===== src/rtl/jtag_unit_pkg.sv =====
package jtag_unit_pkg;
  localparam int IR_W = 4;
  localparam logic [IR_W-1:0] OP_SAMPLE   = 4'h2;
  localparam logic [IR_W-1:0] OP_CORE_RST = 4'hC;
  localparam logic [IR_W-1:0] OP_BYPASS   = 4'hF;
  localparam logic [IR_W-1:0] IR_CAP_PAT  = 4'b0001;

  typedef enum logic [1:0] {
    SEL_BSCAN  = 2'd0,
    SEL_RSTREG = 2'd1,
    SEL_BYPASS = 2'd2
  } dr_sel_e;
endpackage


===== src/rtl/jtag_instr_reg.sv =====
module jtag_instr_reg
  import jtag_unit_pkg::*;
(
  input  logic            tck,
  input  logic            rst,
  input  logic            tdi,
  input  logic            cap,
  input  logic            shf,
  input  logic            upd,
  output logic [IR_W-1:0] ir_sr,
  output logic [IR_W-1:0] ir_q,
  output dr_sel_e         dr_sel
);
  always_ff @(posedge tck) begin
    if (rst) begin
      ir_sr <= IR_CAP_PAT;
      ir_q  <= OP_BYPASS;
    end else begin
      if (cap)      ir_sr <= IR_CAP_PAT;
      else if (shf) ir_sr <= {tdi, ir_sr[IR_W-1:1]};
      if (upd)      ir_q  <= ir_sr;
    end
  end

  always_comb begin
    unique case (ir_q)
      OP_SAMPLE:   dr_sel = SEL_BSCAN;
      OP_CORE_RST: dr_sel = SEL_RSTREG;
      default:     dr_sel = SEL_BYPASS;
    endcase
  end
endmodule


===== src/rtl/jtag_bscan_chain.sv =====
module jtag_bscan_chain #(
  parameter int CHAIN_LEN = 8
) (
  input  logic                 tck,
  input  logic                 rst,
  input  logic                 tdi,
  input  logic                 en,
  input  logic                 cap,
  input  logic                 shf,
  input  logic                 upd,
  input  logic [CHAIN_LEN-1:0] pin_sample,
  output logic [CHAIN_LEN-1:0] chain_q,
  output logic [CHAIN_LEN-1:0] upd_latch
);
  localparam int LAST = CHAIN_LEN - 1;

  for (genvar i = 0; i < CHAIN_LEN; i++) begin : g_cell
    logic serial_in;
    if (i == LAST) begin : g_head
      assign serial_in = tdi;
    end else begin : g_body
      assign serial_in = chain_q[i+1];
    end

    always_ff @(posedge tck) begin
      if (rst) begin
        chain_q[i]   <= 1'b0;
        upd_latch[i] <= 1'b0;
      end else if (en) begin
        if (cap)      chain_q[i] <= pin_sample[i];
        else if (shf) chain_q[i] <= serial_in;
        if (upd)      upd_latch[i] <= chain_q[i];
      end
    end
  end
endmodule


===== src/rtl/jtag_single_bit_drs.sv =====
module jtag_single_bit_drs
  import jtag_unit_pkg::*;
(
  input  logic    tck,
  input  logic    rst,
  input  logic    tdi,
  input  dr_sel_e sel,
  input  logic    cap,
  input  logic    shf,
  output logic    rst_bit,
  output logic    byp_bit
);
  always_ff @(posedge tck) begin
    if (rst) begin
      rst_bit <= 1'b0;
      byp_bit <= 1'b0;
    end else begin
      if (sel == SEL_RSTREG && shf) rst_bit <= tdi;
      if (sel == SEL_BYPASS) begin
        if (cap)      byp_bit <= 1'b0;
        else if (shf) byp_bit <= tdi;
      end
    end
  end
endmodule


===== src/rtl/jtag_ir_dr_unit.sv =====
module jtag_ir_dr_unit
  import jtag_unit_pkg::*;
#(
  parameter int CHAIN_LEN = 8
) (
  input  logic                 tck,
  input  logic                 rst,
  input  logic                 tdi,
  input  logic                 ir_capture,
  input  logic                 ir_shift,
  input  logic                 ir_update,
  input  logic                 dr_capture,
  input  logic                 dr_shift,
  input  logic                 dr_update,
  input  logic [CHAIN_LEN-1:0] pin_sample,
  output logic                 tdo,
  output logic [CHAIN_LEN-1:0] upd_latch,
  output logic                 core_reset_req
);
  logic [IR_W-1:0]      ir_sr;
  logic [IR_W-1:0]      ir_q;
  dr_sel_e              dr_sel;
  logic [CHAIN_LEN-1:0] chain_q;
  logic                 byp_bit;
  logic                 chain_en;

  assign chain_en = (dr_sel == SEL_BSCAN);

  jtag_instr_reg u_ir (
    .tck(tck), .rst(rst), .tdi(tdi),
    .cap(ir_capture), .shf(ir_shift), .upd(ir_update),
    .ir_sr(ir_sr), .ir_q(ir_q), .dr_sel(dr_sel)
  );

  jtag_bscan_chain #(.CHAIN_LEN(CHAIN_LEN)) u_chain (
    .tck(tck), .rst(rst), .tdi(tdi), .en(chain_en),
    .cap(dr_capture), .shf(dr_shift), .upd(dr_update),
    .pin_sample(pin_sample), .chain_q(chain_q), .upd_latch(upd_latch)
  );

  jtag_single_bit_drs u_bits (
    .tck(tck), .rst(rst), .tdi(tdi), .sel(dr_sel),
    .cap(dr_capture), .shf(dr_shift),
    .rst_bit(core_reset_req), .byp_bit(byp_bit)
  );

  always_ff @(negedge tck) begin
    if (rst) begin
      tdo <= 1'b0;
    end else if (ir_shift) begin
      tdo <= ir_sr[0];
    end else if (dr_shift) begin
      unique case (dr_sel)
        SEL_BSCAN:  tdo <= chain_q[0];
        SEL_RSTREG: tdo <= core_reset_req;
        default:    tdo <= byp_bit;
      endcase
    end else begin
      tdo <= 1'b0;
    end
  end
endmodule


===== config.mk =====
export PLATFORM = sky130hd
export DESIGN_NAME = jtag_ir_dr_unit
export DESIGN_NICKNAME = d
export VERILOG_FILES = /design/src/rtl/jtag_unit_pkg.sv /design/src/rtl/jtag_instr_reg.sv /design/src/rtl/jtag_bscan_chain.sv /design/src/rtl/jtag_single_bit_drs.sv /design/src/rtl/jtag_ir_dr_unit.sv
export SDC_FILE = /design/constraint.sdc
export NUM_CORES = 1
export LEC_CHECK = 0
export BUFFER_PORTS_ARGS = -buffer_cell sky130_fd_sc_hd__clkbuf_2
export CORE_MARGIN = 3
export CORE_UTILIZATION = 40
export DETAILED_ROUTE_END_ITERATION = 6
export SYNTH_ARGS = -nofsm -noshare
export SYNTH_HDL_FRONTEND = slang
export SYNTH_HIERARCHICAL = 1
export SYNTH_SLANG_ARGS = --single-unit

===== constraint.sdc =====
create_clock -name tck -period 1.53 [get_ports tck]
set_input_delay 0.306 -clock tck [delete_from_list [all_inputs] [get_ports tck]]
set_output_delay 0.306 -clock tck [all_outputs]
set_load 0.02 [all_outputs]

==> results.toml, run 1 <==
[run]
cap_violations = 0

[global_route]
grt_max_degree = 27
grt_pass1_wl_mm = 4.07
grt.total_usage_pct = 14.5
grt_overflow = 0
grt_pass1_vias = 908
antenna_found_initial = 0

[run_status]
status = "complete, but fails checks"
violations = "negative setup slack"

[critical_path]
path_max_fanout = 3
slowest_delay_ns = 0.36
crit_slowest_cell = "dfxtp_2"
crit_path_end_kind = "flop"
arrival_ns = 1.46
crit_chain = "and4bb_2 -> mux2_4 -> nand3_2 -> a31oi_1"
worstSetupPathType = "reg -> reg"
critPathLaunchType = "flop"
crit_family = "simple AND/OR/NAND/NOR gates"
cp_num_buf_inv = 0
critPathRequiredTime_ns = 1.03

[die]
initial_core_util_pct = 42.8
die-area_sq_um = 3720
ioPinCount = 27
die_x_um = 61.0
coreArea_sq_um = 2830
die_h_um = 61.0
num_rows = 19

[sta]
tns_ns = -1.82
relSlewSlack_pct = 77.9
worst_pin_slew_ns = 0.331
finalClockSkew_ns = 0.0577
slew_violations = 0
worst_slack_ns = -0.428
finalHoldViolations = 0
rsz0062_at_grt = "yes"
finalSetupViolations = 19

[clocking]
cts_buffer_depth = 2
root_buffer = "clkbuf_4"
cts_buffers = 3
clock_sinks = 27
cts_hold_buf = 0
cts_tree = "yes"
clk_pin_slew_ns = 0.14
clock_latency_ns = 0.38
cts_max_level = 1

[final_layout]
stdcell_count = 196
fin_nets = 183
diodes = 0
area_delta_synth_final_pct = 30.9
layout_common_cells = "clkbuf_2, dfxtp_1, buf_4"
drive_above_1_share_pct = 48.5

[drt]
post_drt_wl_per_cell_um = 13.7
route.detailed.drc = 0
vias = 1040
dr.pass1.iters = 4
antenna_left = 0
finalWirelength_mm = 2.69
drt_iter0_drc = 36
vias_per_cell = 5.31

[power_and_ir_drop]
peakVddDrop_mv = 0.440
powerDensity_nw_per_um2 = 768
p_leak_nw = 0.663

[placement]
place_congestion = 0.721
io_buffer_count = 26
dpl.hpwl_mm = 1.86
dp.cells = 188

[yosys]
synth_warnings = 6
synth.avg_cell_area_sq_um = 9.92
syn_nets = 139
synthCells = 122
synth_area_sq_um = 1210

[min_path]
hp-class = "in -> reg"
-- sequential cells by signal (all words and copies together) (netlist names) --
| register | count |
|---|---|
| tdo | 1 |
| u_bits/byp_bit | 1 |
| u_bits/rst_bit | 1 |
| u_chain/chain_q | 1 |
| u_chain/g_cell.serial_in | 7 |
| u_chain/upd_latch | 8 |
| u_ir/ir_q | 4 |
| u_ir/ir_sr | 4 |
-- metal layers --
metal  up-vias  track usage (%)  wire (um)
met1       487             19.8       1230
met3         4             4.47        135
met5         -                0          0
met4         0             2.79         27
li1        523                -          -
met2        26             22.6       1300
-- worst paths after layout --
kind / startpoint / endpoint / slack [ns] / cells after the start
worst min register to register: u_chain/upd_latch[4] / u_chain/upd_latch[4] / 0.47 / 2
worst min-delay path: ir_capture / u_ir/ir_sr[1] / 0.18 / 2
worst max register to register: u_ir/ir_q[0] / tdo / -0.43 / 4
worst max-delay path: u_ir/ir_q[0] / tdo / -0.43 / 4
-- power breakdown --
group          switching (mW)  internal, mW  total, mW
combinational          0.0832        0.0804      0.164
sequential             0.0144         0.723      0.737
clock                   0.216        0.0998      0.316
-- cell type report --
cell class | instances | area [sq um]
Fill cell | 271 | 1240
Multi-Input combinational cell | 87 | 674
Sequential cell | 27 | 543
Timing Repair Buffer | 46 | 297
Tap cell | 31 | 38.8
Clock buffer | 3 | 22.5
Clock inverter | 2 | 8.76
-- through the flow --
step / area (sq um) / hold WS, ns / util, % / power, mW / setup slack, ns
2_1_floorplan: 1220 / 0.375 / - / 0.849 / -0.412
3_3_place_gp: 1450 / 0.446 / 51.3 / 0.901 / -0.404
3_5_place_dp: 1450 / 0.450 / 51.3 / 0.905 / -0.447
4_1_cts: 1540 / 0.177 / 54.4 / 1.23 / -0.425
5_1_grt: 1580 / 0.176 / 56.0 / 1.28 / -0.461
6_report: 1580 / 0.182 / 56.0 / 1.22 / -0.428
-- worst register-to-register path, delay by kind of cell, from the launching register on --
family	cells	cell delay, ns
AO/OA/AOI/OAI	1	0.06
AND/OR/NAND/NOR	2	0.40
multiplexers	1	0.31
flip-flops	1	0.36
-- timing repair --
action	4_1_cts	5_1_grt
pin swaps	2	3
endpoints found under the hold margin	0	0
setup buffers	1	2
endpoints found under the setup margin	19	19
cloned	1	0
resized for setup	11	8
No activity file was read; power rests on OpenSTA's default activity.
==> inputs of run 2 (changes only) <==
--- a/config.mk
+++ b/config.mk
@@ -6,6 +6,7 @@
 export NUM_CORES = 1
 export LEC_CHECK = 0
 export BUFFER_PORTS_ARGS = -buffer_cell sky130_fd_sc_hd__clkbuf_2
+export CORE_ASPECT_RATIO = 1.1
 export CORE_MARGIN = 3
 export CORE_UTILIZATION = 40
 export DETAILED_ROUTE_END_ITERATION = 6
==> run 2 against run 1 <==
The flow still finishes with violations (negative setup slack). First-iteration DRC count down 11%. Die area is essentially flat. Clock power is essentially flat. Cell area increased by 4.3%. Sequential power hardly changed. Final cell count up 2.0%. Clock skew increased by 0.0075 ns. Via count decreased by 2.5%. Setup slack better by 0.018 ns.
==> results.toml, run 2 (synthesized netlist as in run 1, its figures left out) <==
[clocking]
cts_max_level = 1
cts_tree = "yes"
clock_sinks = 27
root_buffer = "clkbuf_4"
cts_buffers = 3
cts_hold_buf = 0
cts_buffer_depth = 2
clock_latency_ns = 0.38
clk_pin_slew_ns = 0.14

[sta]
slew_violations = 0
worst_slack_ns = -0.410
finalHoldViolations = 0
finalSetupViolations = 20
relSlewSlack_pct = 78.8
finalClockSkew_ns = 0.0652
worst_pin_slew_ns = 0.318
rsz0062_at_grt = "yes"

[run_status]
violations = "negative setup slack"
status = "complete, but fails checks"

[critical_path]
worstSetupPathType = "reg -> reg"
arrival_ns = 1.44
path_max_fanout = 3
rr_endpoint = "tdo"
crit_path_end_kind = "flop"
rr_startpoint = "u_ir/ir_q[1]"
critPathRequiredTime_ns = 1.03
rrSetupSlack_ns = -0.41
ff2ff_path_depth = 4
critPathLaunchType = "flop"

[drt]
post_drt_wl_per_cell_um = 13.9
antenna_left = 0
route.detailed.drc = 0
dr.pass1.iters = 4
finalWirelength_mm = 2.77
vias_per_cell = 5.07
drt_iter0_drc = 32
vias = 1014

[power_and_ir_drop]
powerDensity_nw_per_um2 = 749
power_mw = 1.24
peakVddDrop_mv = 0.580
p_leak_nw = 0.693

[run]
cap_violations = 0

[placement]
dp.cells = 186
place_congestion = 0.722
dpl.hpwl_mm = 1.84
io_buffer_count = 26
place_area_sq_um = 1430

[global_route]
antenna_found_initial = 0
grt_pass1_wl_mm = 4.46
grt_overflow = 0
grt_pass1_vias = 1059
grt_max_degree = 27
grt.total_usage_pct = 15.2

[die]
coreArea_sq_um = 2830
die_h_um = 63.7
die_x_um = 58.4
num_rows = 20
initial_core_util_pct = 42.8
die-area_sq_um = 3720
ioPinCount = 27

[min_path]
min_path_cells = 2
hp-class = "in -> reg"
min_from = "ir_capture"
hold_end = "u_ir/ir_sr[1]"

[final_layout]
largest_register_ffs = 8
largest_register = "u_chain/upd_latch"
layout_commonest_cell = "clkbuf_2"
stdcell_count = 200
fin_nets = 185
regArea_sq_um = 546
area_delta_synth_final_pct = 36.6
diodes = 0
drive_above_1_share_pct = 49.7
fillers = 266
layout_common_cells = "clkbuf_2, dfxtp_1, buf_4"
postLayoutCellArea_sq_um = 1650
multiInputGateArea_sq_um = 688
[run 2: cell count changes in the layout (fill, tap and decap cells not counted), moves of 2 or more]
| cell | before | now |
|---|---|---|
| a21oi_1 | 6 | 9 |
| buf_6 | 2 | 5 |
| nand3_1 | 6 | 8 |
| a21oi_2 | 3 | 0 |
| nor2_2 | 3 | 7 |
| dfxtp_1 | 25 | 23 |
| nor2_1 | 10 | 5 |
| dfxtp_2 | 2 | 4 |
| nand3_2 | 3 | 1 |
| buf_4 | 18 | 15 |
[run 2: where the power goes]
group / leakage (nW) / internal (mW) / switching (mW)
Sequential: 0.219 / 0.724 / 0.0157
Combinational: 0.454 / 0.0918 / 0.0883
Clock: 0.0203 / 0.105 / 0.213
[run 2: final cells by class]
class	count	area share (%)
multi-input cells	87	41.6
clock inverters	1	0.227
flip-flops and latches	27	33.0
well taps	33	2.50
repair buffers	48	21.0
clock buffers	4	1.59
[run 2: layer usage]
metal / track usage (%) / routed length, um / part of all wire [%]
met3: 2.46 / 110 / 4.0
met1: 18.1 / 1170 / 42
met4: 5.22 / 34 / 1.2
met5: 0 / 0 / 0
met2: 27.0 / 1460 / 53
[run 2: what timing repair did]
action,CTS,global route
gates cloned,1,1
setup buffers,8,2
pin swaps,5,5
resized for setup,22,9
endpoints found under the setup margin,18,20
[run 2: critical path, stage by stage (launching register included)]
cell and delay (ns):
dfxtp_2 0.35, and4bb_2 0.34, mux2_4 0.31, nand3_2 0.06, a31oi_1 0.06
[run 2: worst max-delay path by stage]
stage            startpoint  endpoint  slack, ns  cells after the start
2_1_floorplan  u_ir/ir_q[0]       tdo      -0.41                      4
3_3_place_gp   u_ir/ir_q[0]       tdo      -0.41                      4
3_5_place_dp   u_ir/ir_q[0]       tdo      -0.45                      4
4_1_cts        u_ir/ir_q[1]       tdo      -0.42                      4
5_1_grt        u_ir/ir_q[0]       tdo      -0.47                      4
6_report       u_ir/ir_q[1]       tdo      -0.41                      4
[run 2: stage by stage]
stage          utilization, %  worst slack (ns)  hold slack [ns]  setup TNS (ns)
6_report                 58.5            -0.410            0.186           -3.61
4_1_cts                  56.8            -0.419            0.179           -3.06
3_5_place_dp             50.4            -0.451            0.450           -4.37
3_3_place_gp             50.4            -0.407            0.447           -3.31
5_1_grt                  58.5            -0.467            0.180           -5.44
2_1_floorplan               -            -0.412            0.375          -0.492
==> inputs of run 3 (changes only) <==
--- a/config.mk
+++ b/config.mk
@@ -6,10 +6,15 @@
 export NUM_CORES = 1
 export LEC_CHECK = 0
 export BUFFER_PORTS_ARGS = -buffer_cell sky130_fd_sc_hd__clkbuf_2
+export CAP_MARGIN = 40
+export CELL_PAD_IN_SITES_DETAIL_PLACEMENT = 1
+export CELL_PAD_IN_SITES_GLOBAL_PLACEMENT = 2
 export CORE_ASPECT_RATIO = 1.1
 export CORE_MARGIN = 3
-export CORE_UTILIZATION = 40
+export CORE_UTILIZATION = 29
 export DETAILED_ROUTE_END_ITERATION = 6
+export PLACE_DENSITY_LB_ADDON = 0.1
+export SKIP_LAST_GASP = 1
 export SYNTH_ARGS = -nofsm -noshare
 export SYNTH_HDL_FRONTEND = slang
 export SYNTH_HIERARCHICAL = 1
==> run 3 against run 2 <==
The flow still finishes with violations (negative setup slack). Cell area fell by 6.8%. Final cell count up 6.0%. Largest cell class unchanged. Largest power group unchanged. Core utilization shrank 20 points. Register-to-register slack barely moved. Via count shrank 0.49%. Setup slack got worse by 0.0036 ns. Sequential share of layout area increased by 2.2 points.
==> results.toml, run 3 (synthesized netlist as in run 1, its figures left out) <==
[run_status]
violations = "negative setup slack"
status = "complete, but fails checks"

[drt]
post_drt_wl_per_cell_um = 13.6
vias = 1009
finalWirelength_mm = 2.88
route.detailed.drc = 0
dr.pass1.iters = 4
vias_per_cell = 4.76
antenna_left = 0
drt_iter0_drc = 18

[sta]
worst_slack_ns = -0.413
slew_violations = 0
relSlewSlack_pct = 76.6
rsz0062_at_grt = "yes"
finalHoldViolations = 0
worst_pin_slew_ns = 0.346
finalClockSkew_ns = 0.0641
tns_ns = -3.42
finalSetupViolations = 18
whs_ns = 0.235

[final_layout]
stdcell_count = 212
largest_register = "u_chain/upd_latch"
area_delta_synth_final_pct = 27.3
layout_commonest_cell = "dfxtp_1"
final_util_pct = 38.6
diodes = 0
drive_above_1_share_pct = 40.6
layout_common_cells = "dfxtp_1, clkbuf_2, buf_4"
fin_nets = 178
largest_register_ffs = 8

[global_route]
use_met3_pct = 3.06
grt_pass1_vias = 1079
antenna_found_initial = 0
grt-busiest-layer = "met2"
grt.total_usage_pct = 12.7
use_met2_pct = 23.7
grt_max_degree = 27
grt_overflow = 0
grt_use_met1_pct = 13.3
grt_pass1_wl_mm = 4.80

[power_and_ir_drop]
p_clk_share_pct = 32.9
share_seq_of_total_power_pct = 55.7
peakVddDrop_mv = 0.510
powerDensity_nw_per_um2 = 857
p_int_uw = 984
switchingPower_uw = 337
comb_power_share_pct = 11.4
p_sw_share_pct = 25.5
p_leak_nw = 0.634

[min_path]
hp-class = "in -> reg"

[clocking]
clk_pin_slew_ns = 0.10
cts_max_level = 1
cts_buffer_depth = 2
clock_sinks = 27
clock_latency_ns = 0.34
cts_tree = "yes"
cts_hold_buf = 0
cts_buffers = 3
root_buffer = "clkbuf_8"

[critical_path]
worstSetupPathType = "reg -> reg"
critPathRequiredTime_ns = 0.98
path_max_fanout = 3
crit_path_end_kind = "flop"
arrival_ns = 1.40
critPathLaunchType = "flop"

[placement]
place_ws_ns = -0.470
io_buffer_count = 26
dpl.hpwl_mm = 2.15
dp.cells = 202
place_congestion = 0.671

[die]
num_rows = 24
initial_core_util_pct = 30.3
die_x_um = 67.6
coreArea_sq_um = 3990
die-area_sq_um = 4980
ioPinCount = 27
die_h_um = 73.7

[run]
cap_violations = 0
run 3: per-layer routing:
layer | up-vias | routed length (um)
met2 | 16 | 1540
met4 | 0 | 39
met3 | 5 | 107
li1 | 512 | -
met1 | 476 | 1190
met5 | - | 0
run 3: area by class of cell:
| cell class | count | area, sq um |
|---|---|---|
| clock buffer | 3 | 41.3 |
| multi-input combinational | 87 | 629 |
| sequential | 27 | 542 |
| clock inverter | 2 | 11.3 |
| timing repair buffer | 41 | 251 |
| fill | 484 | 2450 |
| tap | 52 | 65.1 |
run 3: power by group through the flow:
stage	registers (mW)	clock network [mW]	logic [mW]
finish	0.735	0.434	0.151
floorplan	0.749	0.00818	0.0917
detailed placement	0.752	0.00818	0.143
CTS	0.736	0.462	0.153
global placement	0.750	0.00818	0.141
global route	0.738	0.494	0.167
run 3: final timing paths:
check	start	end	slack, ns	cells past startpoint
setup / recovery	u_ir/ir_q[1]	tdo	-0.41	4
hold / removal	ir_capture	u_ir/ir_sr[1]	0.23	2
setup reg to reg	u_ir/ir_q[1]	tdo	-0.41	4
hold reg to reg	u_chain/upd_latch[5]	u_chain/upd_latch[5]	0.46	2
run 3: per-stage QoR:
stage | cell area [sq um] | power, mW
floorplan | 1220 | 0.849
global placement | 1430 | 0.899
detailed placement | 1430 | 0.902
CTS | 1540 | 1.35
global route | 1540 | 1.40
finish | 1540 | 1.32
run 3: critical path, stage by stage, from the launching register on:
cell	delay, ns
dfxtp_1	0.33
and4bb_2	0.35
mux2_4	0.31
nand3_2	0.06
a31oi_1	0.07
run 3: timing repair:
item	4_1_cts	5_1_grt
endpoints found under the setup margin	19	20
gates resized for setup	4	1
gates cloned	1	0
pin swaps	0	1
setup buffers	5	0
